--- config.mk ---
export PLATFORM = sky130hd
export DESIGN_NAME = fdc_phase_seq
export DESIGN_NICKNAME = d
export VERILOG_FILES = /design/src/rtl/fdc_seq_pkg.sv /design/src/rtl/fdc_cmd_store.sv /design/src/rtl/fdc_xfer_buf.sv /design/src/rtl/fdc_status_mux.sv /design/src/rtl/fdc_phase_seq.sv
export SDC_FILE = /design/constraint.sdc
export NUM_CORES = 1
export LEC_CHECK = 0
export BUFFER_PORTS_ARGS = -buffer_cell sky130_fd_sc_hd__buf_2
export CAP_MARGIN = 15
export CORE_MARGIN = 1.5
export CORE_UTILIZATION = 45
export CTS_BUF_LIST = sky130_fd_sc_hd__clkbuf_8
export DETAILED_ROUTE_END_ITERATION = 16
export GPL_TIMING_DRIVEN = 0
export HOLD_SLACK_MARGIN = 0.08
export SYNTH_ARGS = -nofsm -noshare
export SYNTH_HDL_FRONTEND = slang
export SYNTH_SLANG_ARGS = --single-unit
--- constraint.sdc ---
create_clock -name clk -period 5.05 [get_ports clk]
set_input_delay 1.01 -clock clk [delete_from_list [all_inputs] [get_ports clk]]
set_output_delay 1.01 -clock clk [all_outputs]
set_load 0.05 [all_outputs]
--- src/rtl/fdc_seq_pkg.sv ---
`timescale 1ns/1ps
package fdc_seq_pkg;
  typedef enum logic [1:0] {
    PH_CMD  = 2'd0,
    PH_EXEC = 2'd1,
    PH_RES  = 2'd2
  } phase_t;

  localparam logic [4:0] OP_READ     = 5'b00110;
  localparam logic [4:0] OP_WRITE    = 5'b00101;
  localparam logic [7:0] ST0_BAD_CMD = 8'h80;
endpackage

--- src/rtl/fdc_cmd_store.sv ---
`timescale 1ns/1ps
// Holds the command bytes whose position lies in [KEEP_LO, KEEP_LO+KEEP_N-1].
module fdc_cmd_store #(
  parameter int DW      = 8,
  parameter int IW      = 4,
  parameter int KEEP_LO = 1,
  parameter int KEEP_N  = 5
) (
  input  logic                         clk,
  input  logic                         rst_n,
  input  logic                         we,
  input  logic [IW-1:0]                widx,
  input  logic [DW-1:0]                wdata,
  output logic [KEEP_N-1:0][DW-1:0]    q
);
  for (genvar g = 0; g < KEEP_N; g++) begin : g_slot
    logic slot_en;
    assign slot_en = we && (widx == IW'(KEEP_LO + g));
    always_ff @(posedge clk or negedge rst_n) begin
      if (!rst_n)       q[g] <= '0;
      else if (slot_en) q[g] <= wdata;
    end
  end
endmodule

--- src/rtl/fdc_xfer_buf.sv ---
`timescale 1ns/1ps
// One-byte execution-phase holding buffer and request handshake.
module fdc_xfer_buf #(
  parameter int DW = 8
) (
  input  logic          clk,
  input  logic          rst_n,
  input  logic          active,
  input  logic          is_read,
  input  logic          tc,
  input  logic          in_valid,
  input  logic [DW-1:0] in_data,
  input  logic          acc,
  input  logic [DW-1:0] acc_data,
  output logic          req,
  output logic [DW-1:0] buf_data,
  output logic          take,
  output logic          out_valid,
  output logic [DW-1:0] out_data
);
  logic          req_d, outv_d;
  logic [DW-1:0] buf_d;
  logic          done;

  assign done = req && acc;

  always_comb begin
    req_d  = req;
    buf_d  = buf_data;
    outv_d = 1'b0;
    take   = 1'b0;
    if (!active) begin
      req_d = 1'b0;
    end else begin
      if (done) begin
        req_d  = 1'b0;
        outv_d = !is_read;
      end
      if (is_read) begin
        if (!req && in_valid && !tc) begin
          take  = 1'b1;
          req_d = 1'b1;
          buf_d = in_data;
        end
      end else if (!done) begin
        req_d = 1'b1;
      end
      if (tc) req_d = 1'b0;
    end
  end

  always_ff @(posedge clk or negedge rst_n) begin
    if (!rst_n) begin
      req       <= 1'b0;
      buf_data  <= '0;
      out_valid <= 1'b0;
      out_data  <= '0;
    end else begin
      req       <= req_d;
      buf_data  <= buf_d;
      out_valid <= outv_d;
      if (outv_d) out_data <= acc_data;
    end
  end
endmodule

--- src/rtl/fdc_status_mux.sv ---
`timescale 1ns/1ps
// Builds the status word and the result byte, and selects the read data.
module fdc_status_mux
  import fdc_seq_pkg::*;
#(
  parameter int DW     = 8,
  parameter int IW     = 4,
  parameter int KEEP_N = 5
) (
  input  phase_t                    phase,
  input  logic                      is_read,
  input  logic                      req,
  input  logic                      dma_en,
  input  logic                      busy,
  input  logic                      invalid,
  input  logic [IW-1:0]             ridx,
  input  logic [KEEP_N-1:0][DW-1:0] st,
  input  logic [DW-1:0]             buf_data,
  input  logic                      a0,
  output logic [DW-1:0]             dout
);
  logic          rqm, dio, ndm;
  logic [DW-1:0] msr, res_byte;
  logic          unused_hs;

  assign unused_hs = ^st[0][DW-1:3];

  always_comb begin
    rqm = 1'b0;
    dio = 1'b0;
    ndm = 1'b0;
    unique case (phase)
      PH_CMD:  rqm = 1'b1;
      PH_EXEC: begin
        rqm = req && !dma_en;
        dio = is_read;
        ndm = !dma_en;
      end
      PH_RES:  begin
        rqm = 1'b1;
        dio = 1'b1;
      end
      default: ;
    endcase
    msr = {rqm, dio, ndm, busy, {(DW-4){1'b0}}};
  end

  always_comb begin
    res_byte = '0;
    if (invalid) begin
      res_byte = ST0_BAD_CMD;
    end else if (ridx == '0) begin
      res_byte = {{(DW-3){1'b0}}, st[0][2:0]};
    end else begin
      for (int k = 1; k < KEEP_N; k++)
        if (ridx == IW'(k + 2)) res_byte = st[k];
    end
  end

  always_comb begin
    if (!a0)                              dout = msr;
    else if (phase == PH_RES)             dout = res_byte;
    else if (phase == PH_EXEC && is_read) dout = buf_data;
    else                                  dout = '0;
  end
endmodule

--- src/rtl/fdc_phase_seq.sv ---
`timescale 1ns/1ps
module fdc_phase_seq
  import fdc_seq_pkg::*;
#(
  parameter int DW      = 8,
  parameter int CMD_LEN = 9,
  parameter int RES_LEN = 7
) (
  input  logic          clk,
  input  logic          rst_n,
  input  logic          cs_n,
  input  logic          a0,
  input  logic          rd_n,
  input  logic          wr_n,
  input  logic [DW-1:0] din,
  output logic [DW-1:0] dout,
  input  logic          dma_en,
  output logic          drq,
  input  logic          dack_n,
  input  logic          tc,
  output logic          intr,
  input  logic          med_in_valid,
  input  logic [DW-1:0] med_in_data,
  output logic          med_in_take,
  output logic          med_out_valid,
  output logic [DW-1:0] med_out_data
);
  localparam int IW     = $clog2(CMD_LEN + 1);
  localparam int KEEP_N = RES_LEN - 2;   // head/drive byte plus C,H,R,N

  // reset: asynchronous assert, synchronous release
  logic rs_meta, rs_n;
  always_ff @(posedge clk or negedge rst_n) begin
    if (!rst_n) begin
      rs_meta <= 1'b0;
      rs_n    <= 1'b0;
    end else begin
      rs_meta <= 1'b1;
      rs_n    <= rs_meta;
    end
  end

  phase_t        phase_q, phase_d;
  logic [IW-1:0] idx_q, idx_d;
  logic          rdc_q, rdc_d, inv_q, inv_d, irq_q, irq_d;

  logic host_wr, host_rd, in_exec, xfer_acc, cmd_we, res_last, busy;
  logic req;
  logic [DW-1:0] buf_data;
  logic [KEEP_N-1:0][DW-1:0] st;

  assign host_wr  = !cs_n && a0 && !wr_n;
  assign host_rd  = !cs_n && a0 && !rd_n;
  assign in_exec  = (phase_q == PH_EXEC);
  assign xfer_acc = dma_en ? (!dack_n && (rdc_q ? !rd_n : !wr_n))
                           : (rdc_q ? host_rd : host_wr);
  assign cmd_we   = (phase_q == PH_CMD) && host_wr;
  assign res_last = inv_q ? (idx_q == '0) : (idx_q == IW'(RES_LEN - 1));
  assign busy     = (phase_q != PH_CMD) || (idx_q != '0);

  always_comb begin
    phase_d = phase_q;
    idx_d   = idx_q;
    rdc_d   = rdc_q;
    inv_d   = inv_q;
    irq_d   = irq_q;
    unique case (phase_q)
      PH_CMD: if (host_wr) begin
        if (idx_q == '0) begin
          if (din[4:0] == OP_READ || din[4:0] == OP_WRITE) begin
            idx_d = IW'(1);
            rdc_d = (din[4:0] == OP_READ);
            inv_d = 1'b0;
          end else begin
            phase_d = PH_RES;
            inv_d   = 1'b1;
          end
        end else if (idx_q == IW'(CMD_LEN - 1)) begin
          phase_d = PH_EXEC;
          idx_d   = '0;
        end else begin
          idx_d = idx_q + 1'b1;
        end
      end
      PH_EXEC: if (tc) begin
        phase_d = PH_RES;
        irq_d   = 1'b1;
        idx_d   = '0;
      end
      PH_RES: if (host_rd) begin
        irq_d = 1'b0;
        if (res_last) begin
          phase_d = PH_CMD;
          idx_d   = '0;
          inv_d   = 1'b0;
        end else begin
          idx_d = idx_q + 1'b1;
        end
      end
      default: phase_d = PH_CMD;
    endcase
  end

  always_ff @(posedge clk or negedge rs_n) begin
    if (!rs_n) begin
      phase_q <= PH_CMD;
      idx_q   <= '0;
      rdc_q   <= 1'b0;
      inv_q   <= 1'b0;
      irq_q   <= 1'b0;
    end else begin
      phase_q <= phase_d;
      idx_q   <= idx_d;
      rdc_q   <= rdc_d;
      inv_q   <= inv_d;
      irq_q   <= irq_d;
    end
  end

  fdc_cmd_store #(.DW(DW), .IW(IW), .KEEP_LO(1), .KEEP_N(KEEP_N)) store_i (
    .clk(clk), .rst_n(rs_n), .we(cmd_we), .widx(idx_q), .wdata(din), .q(st)
  );

  fdc_xfer_buf #(.DW(DW)) xfer_i (
    .clk(clk), .rst_n(rs_n), .active(in_exec), .is_read(rdc_q), .tc(tc),
    .in_valid(med_in_valid), .in_data(med_in_data), .acc(xfer_acc), .acc_data(din),
    .req(req), .buf_data(buf_data), .take(med_in_take),
    .out_valid(med_out_valid), .out_data(med_out_data)
  );

  fdc_status_mux #(.DW(DW), .IW(IW), .KEEP_N(KEEP_N)) stat_i (
    .phase(phase_q), .is_read(rdc_q), .req(req), .dma_en(dma_en), .busy(busy),
    .invalid(inv_q), .ridx(idx_q), .st(st), .buf_data(buf_data), .a0(a0), .dout(dout)
  );

  assign drq  = in_exec && dma_en && req;
  assign intr = irq_q || (in_exec && !dma_en && req);
endmodule

==> summary.md, run 1 <==
| Metric | Value |
|---|---|
| Run status | finished clean |
| Cts hold-fix bufs | 0 |
| Slew @ Worst Pin | 702 ps |
| Total track usage | 0.222 |
| Post-Route WL | 8270 um |
| Die Wd | 89.9 um |
| Fmax | roughly 260 MHz |
| Worst-skew pair later-pin latency | ~350 ps |
| Crit share post-route | 0.762 |
| Pre-CTS setup slack | approximately 1600 ps |
| Sw frac | 0.414 |
| Commonest non-fill, non-tap cell in the layout | dfrtp_1 |
| Vias | roughly 2600 |
| Yosys top cell by area | dfrtp_1 |
| CTS clock-pin slew for the worst setup and hold paths | 80 ps |
| CP Capture Type | output port |
| TritonCTS sink count | 64 |
| Routability cong. | roughly 0.87 |
| Final Hold Fails | 0 |
| Setup bufs post-CTS | 0 |
| Post-Route Skew | about 8.5 ps |
| Die area | 0.00808 mm2 |
| Setup TNS Final | 0 ps |
| Ys flop type | dfrtp_1 |
| Slew margin rel. | 0.532 |
| First drt pass iteration count | 5 |
| Fin worst setup slack | 1200 ps |
| CP dominant cell by count | buf_2 |
| # setup viols final | 0 |
| H-tree levels | 3 |
| Syn-to-layout area delta | 16.9% |
| Core outline area | 0.00729 mm2 |
| Sequential share of power | 0.358 |
| Seq/Total Area, Yosys | 0.471 |
| Combinational share of power | 0.418 |
| Clock share of power | 0.224 |
| Most frequent cells in the layout | 63 x dfrtp_1, 50 x buf_2, 44 x mux2_2 |
| Mapped cell area | between 0.003 and 0.004 mm2 |
| Worst vdd ir | between 0.0002 and 0.00025 V |
| Post-route ant nets | 0 |
| Synth warn | 0 |
| Top post-synthesis cells by area | dfrtp_1 47%, mux2_2 15%, nand2_1 4.7%, a21oi_1 3.1%, ha_1 2.9% |
| Nature of the critical path startpoint | flop |
| Longest Clk Path Bufs | 2 |
| Critical path fanouts, max | 10 |
| Routed len/inst | ~17 um |
| Cells after synthesis | 325 |
| CTS resizes | 0 |
| Final-report max-slew violation count | 0 |
| Unique masters post-synth | between 50 and 60 |
| Mean Syn Cell Area | around 10 um2 |
| Worst-path cell chain | inv_1 -> ha_1 -> buf_2 -> nor2b_1 -> a22oi_1 -> o21ai_0 -> a21oi_1 -> o31ai_1 -> buf_2 |
| Num rows | 31 |
| P_int | 0.00124 W |
| TritonCTS clock tree | yes |
| Avg Vias per Cell | ~5.4 |
| Die extent in y | between 80 and 90 um |
| # IOs | 46 |
| Cell leakage power | slightly below 2 nW |
| CTS buffer count | 9 |
| Layout cells sized above 1 | 0.319 |
| Vias in the first global route | around 2700 |
| Dpl hpwl | between 5000 and 6000 um |
| Starting Density | 0.466 |
| Fill cells | 696 |
| Grt total ovfl | 0 |
| Sw power | 0.000875 W |
| Largest net degree at the start of global routing | 33 |
| Unrepaired setup endpoints after global routing | no |
| Number of synthesized register bits | between 60 and 70 |
| Ant. Diodes | 0 |
| Async set or reset register ratio after synthesis | 1.00 |
| IO buf count | 44 |
| Number of flops mapped to enable cells by yosys | 0 |
| CP max stage delay | 460 ps |
| Min Tclk post-route | between 3000 and 4000 ps |
| Total of max-cap violations | 0 |
| Synthesized Nets | roughly 360 |
| Arr. time, crit path | around 2800 ps |
| Number of nets in the layout | between 400 and 500 |
| Critical path type | reg2out |
| Global-route wire length before repair | ~14000 um |
| CTS root buf | clkbuf_8 |
| Highest-delay cell along the critical path | dfrtp_1 |
| Top cell type's share of synthesized area | 0.471 |
| Initial DRC count | 144 |
| Initial antenna violation count | 0 |
| Pwr/cell area | about 530 mW/mm2 |
| Critical path required time | 4040 ps |
| DRC | 0 |
| Hold Crit Class | reg2async |
stage by stage:
step	util	cell area (um2)	hold slack, ps	std cells	power (W)
2_1_floorplan	-	3400	331	325	0.00141
3_3_place_gp	0.513	3740	336	468	0.00163
3_5_place_dp	0.516	3760	340	469	0.00164
6_report	0.545	3980	322	485	0.00211
5_1_grt	0.545	3980	362	485	0.00226
4_1_cts	0.545	3980	361	485	0.00212
Yosys cell counts, drive strengths merged (4+ instances only):
library cell  number
dfrtp             64
mux2              44
nand2             43
a21oi             21
o21ai             19
nor2              14
inv               12
nand3              9
nor2b              9
ha                 8
and3               6
buf                6
o31ai              6
clkbuf             5
a22oi              4
a31oi              4
nand2b             4
nor3               4
nor3b              4
worst max-delay path: cells and delay by family (launching register included):
kind	cells	cell delay (ps)
AO/OA/AOI/OAI	4	740
buffers and inverters	3	700
flip-flops	1	460
AND/OR/NAND/NOR	1	350
adder cells (fa/ha/maj)	1	240
flip-flops by register name (all words and copies together) (netlist names):
name	cells
idx_q	4
inv_q	1
irq_q	1
phase_q	2
rdc_q	1
rs_meta	1
rs_n	1
store_i.q	35
xfer_i.buf_data	8
xfer_i.out_data	8
xfer_i.out_valid	1
xfer_i.req	1
logic make-up after synthesis:
| family | count (synthesis) | synth area share |
|---|---|---|
| and+or+nand+nor | 109 | 0.173 |
| AOI/OAI and AO/OA | 71 | 0.139 |
| DFF | 64 | 0.471 |
| muxes | 47 | 0.155 |
| buffers and inverters | 24 | 0.0287 |
| adders and majority gates | 8 | 0.0294 |
| other | 1 | 0.00110 |
| xor gates and xnor gates | 1 | 0.00258 |
final timing paths:
path	startpoint	endpoint	slack (ps)	cells past startpoint
max	idx_q[0]$_DFFE_PN0P_	dout[4]	1200	9
min	rs_n$_DFF_PN0_	xfer_i.out_valid$_DFF_PN0_	320	0
max reg2reg	idx_q[0]$_DFFE_PN0P_	phase_q[0]$_DFFE_PN0P_	2840	7
min reg2reg	rs_n$_DFF_PN0_	xfer_i.out_valid$_DFF_PN0_	320	0
max in group asynchronous	rs_n$_DFF_PN0_	store_i.q[1]$_DFFE_PN0P_	4120	1
min in group clk	rs_meta$_DFF_PN0_	rs_n$_DFF_PN0_	360	0
layer usage:
metal,vias to the layer above,global-route usage,share of wire
li1,1286,-,-
met1,1251,0.306,0.49
met2,62,0.331,0.44
met3,18,0.0550,0.041
met4,0,0.0992,0.028
met5,-,0,0
final cells by class:
type	count	area, um2	area share
sequential	64	1600	0.403
tap	99	124	0.0312
inverter	13	48.8	0.0123
timing repair buffer	45	240	0.0604
multi-input combinational	237	1700	0.428
buffer	11	48.8	0.0123
clock buffer	10	138	0.0346
clock inverter	6	72.6	0.0183
power groups by stage:
stage	registers, W	clock network, W	logic (W)
6_report	0.000755	0.000474	0.000884
5_1_grt	0.000777	0.000505	0.000977
4_1_cts	0.000755	0.000486	0.000881
3_5_place_dp	0.000762	0	0.000878
3_3_place_gp	0.000763	0	0.000863
2_1_floorplan	0.000746	0	0.000666
No activity file was read; power rests on OpenSTA's default activity.
==> inputs of run 2 (changes only) <==
--- a/config.mk
+++ b/config.mk
@@ -5,6 +5,7 @@
 export SDC_FILE = /design/constraint.sdc
 export NUM_CORES = 1
 export LEC_CHECK = 0
+export ABC_AREA = 1
 export BUFFER_PORTS_ARGS = -buffer_cell sky130_fd_sc_hd__buf_2
 export CAP_MARGIN = 15
 export CORE_MARGIN = 1.5
==> constraint.sdc (replaced) <==
create_clock -name clk -period 3.88 [get_ports clk]
set_input_delay 0.776 -clock clk [delete_from_list [all_inputs] [get_ports clk]]
set_output_delay 0.776 -clock clk [all_outputs]
set_load 0.05 [all_outputs]
==> run 2 against run 1 <==
Via count increased by 13%. Global-route usage down 0.42 points. Highest routed layer unchanged. Total power grew 27%. Final cell count grew 23%. Cell area rose by 0.98%.
==> summary.md, run 2 <==
| Metric | Value |
|---|---|
| Avg Vias per Cell | 4.99 |
| Unrepaired setup endpoints after global routing | no |
| Synthesized Nets | 469 |
| Top cell type's share of synthesized area | 0.465 |
| Highest-delay cell along the critical path | dfrtp_1 |
| Total of max-cap violations | 0 |
| Cells after synthesis | around 440 |
| Number of flops mapped to enable cells by yosys | 0 |
| # IOs | 46 |
| Slew @ Worst Pin | between 800 and 900 ps |
| Largest net degree at the start of global routing | 63 |
| Ant. Diodes | 0 |
| CTS resizes | 0 |
| Vias in the first global route | around 2800 |
| Most numerous cell in the Yosys netlist | nand2_1 |
| Total track usage | 0.218 |
| Post-route ant nets | 0 |
| CTS root buf | clkbuf_8 |
| Mapped cell area | ~0.0034 mm2 |
| DRC | 0 |
| TritonCTS clock tree | yes |
| Number of synthesized register bits | between 60 and 70 |
| Async set or reset register ratio after synthesis | 1.00 |
| Worst-path cell chain | inv_1 -> ha_1 -> nand3_1 -> inv_1 -> nand2_1 -> a21oi_1 -> o21ai_0 -> a21oi_1 -> buf_2 |
| Final cell count without fillers | 595 |
| IO buf count | 45 |
| Pwr/cell area | 671 mW/mm2 |
| Cell leakage power | 2.16 nW |
| Slew margin rel. | 0.447 |
| CTS clock-pin slew for the worst setup and hold paths | ~70 ps |
| CTS buffer count | 9 |
| Arr. time, crit path | 2590 ps |
| Finished Core Util | 0.548 |
| Routability cong. | just under 0.9 |
| Fmax | between 200 and 300 MHz |
| Final Hold Fails | 0 |
| Critical path fanouts, max | 6 |
| Initial antenna violation count | 0 |
| Top post-synthesis cells by area | dfrtp_1 47%, nand2_1 14%, o21ai_0 5.8%, inv_1 4.8%, nand3_1 3.6% |
| Cells after DPL | slightly below 600 |
| Core outline area | between 0.007 and 0.008 mm2 |
| Yosys top cell by area | dfrtp_1 |
| Number of nets in the layout | around 530 |
| Nature of the critical path startpoint | flop |
| Routed len/inst | about 14 um |
| Run status | finished clean |
| Mean Syn Cell Area | 7.91 um2 |
| Vias | around 3000 |
| Synth warn | 0 |
| Cts hold-fix bufs | 0 |
| # setup viols final | 0 |
| Crit path from | idx_q[0]$_DFFE_PN0P_ |
| CP max stage delay | approximately 450 ps |
| Post-Route WL | 8380 um |
| Die extent in y | 90.5 um |
| Layout cells sized above 1 | 0.210 |
| Most frequent cells in the layout | 125 x nand2_1, 63 x dfrtp_1, 49 x buf_2 |
| Reg2reg start | phase_q[0]$_DFFE_PN0P_ |
| Grt total ovfl | 0 |
| Ys flop type | dfrtp_1 |
| Final instance area | between 0.004 and 0.005 mm2 |
| Global-route wire length before repair | 13900 um |
| Synth top cells by count | 125 x nand2_1, 64 x dfrtp_1, 44 x inv_1, 40 x o21ai_0, 33 x nor2_1 |
| Min Tclk post-route | between 3000 and 4000 ps |
| Overall Power | approximately 0.0027 W |
| Max reg flops | 35 |
| Initial DRC count | about 170 |
| Dpl hpwl | approximately 6200 um |
| Worst vdd ir | between 0.0002 and 0.0003 V |
| Hold Crit Class | in2async |
| Unique masters post-synth | 32 |
| Seq/Total Area, Yosys | 0.465 |
| Num rows | 31 |
| Post-Route Skew | 12.4 ps |
| Longest Clk Path Bufs | 2 |
| CP Capture Type | output port |
| H-tree levels | 3 |
| Critical path required time | 3100 ps |
| Setup TNS Final | 0 ps |
| First drt pass iteration count | 4 |
| Biggest register | store_i.q |
| Die Wd | 90.5 um |
| Syn-to-layout area delta | 16.6% |
| Final-report max-slew violation count | 0 |
| Crit share post-route | 0.867 |
| TritonCTS sink count | 64 |
| Setup bufs post-CTS | 0 |
| Starting Density | 0.470 |
| DP Area | 0.00379 mm2 |
| Regs by FF count | store_i.q: 35 flops, xfer_i.buf_data: 8 flops, xfer_i.out_data: 8 flops |
| Critical path type | reg2out |
| Commonest non-fill, non-tap cell in the layout | nand2_1 |
| Worst-skew pair later-pin latency | ~360 ps |
| Die area | a little over 0.008 mm2 |
run 2: cell types whose count changed after synthesis, sizes merged, moves of 4 or more:
cell / delta
mux2: -44
nor2b: -9
nor3b: -4
o31ai: -5
nand2: +89
and3: -6
a31oi: -4
inv: +39
o21ai: +45
nor2: +24
a22oi: -4
nand2b: -4
nand3: +19
run 2: cells by family after synthesis:
logic type | count (synthesis) | share of synthesized area
simple gates | 206 | 0.271
compound gates | 90 | 0.146
buf+inv | 64 | 0.0822
flops | 64 | 0.465
fa+ha+maj | 8 | 0.0291
xor+xnor | 2 | 0.00509
other cells | 1 | 0.00109
run 2: metal layers:
metal  GRT usage  vias to the layer above  share of wire
met4      0.0807                        0          0.010
met2       0.346                       62           0.48
li1            -                     1514              -
met5           0                        -              0
met3      0.0488                        6          0.034
met1       0.291                     1387           0.48
run 2: layout make-up:
class | instances | area [um2]
Fill cell | 718 | 3320
Sequential cell | 64 | 1610
Multi-Input combinational cell | 307 | 1560
Timing Repair Buffer | 45 | 225
Inverter | 52 | 195
Clock buffer | 9 | 124
Tap cell | 99 | 124
Clock inverter | 7 | 95.1
Buffer | 12 | 87.6
run 2: final timing paths:
kind / endpoint / slack, ps / cells past startpoint
setup / recovery: dout[6] / 520 / 9
hold / removal: rs_n$_DFF_PN0_ / 200 / 1
setup reg to reg: inv_q$_DFFE_PN0P_ / 1990 / 9
hold reg to reg: rs_n$_DFF_PN0_ / 360 / 0
max in group asynchronous: store_i.q[8]$_DFFE_PN0P_ / 2900 / 0
min in group clk: rs_n$_DFF_PN0_ / 360 / 0
run 2: stage by stage:
stage          setup slack (ps)  hold slack [ps]
5_1_grt                     351              171
3_5_place_dp                927              346
6_report                    516              196
2_1_floorplan               994              331
4_1_cts                     537              177
3_3_place_gp                925              333
run 2: power by group:
group          internal (W)  switching (W)
clock network      0.000363       0.000291
registers          0.000851       0.000127
logic              0.000328       0.000733
run 2: worst max-delay path, delay by kind of cell, from the launching register on:
family,cells,cell delay (ps)
fa+ha+maj,1,300
buf+inv,3,660
compound gates,3,540
simple gates,2,280
flops,1,450
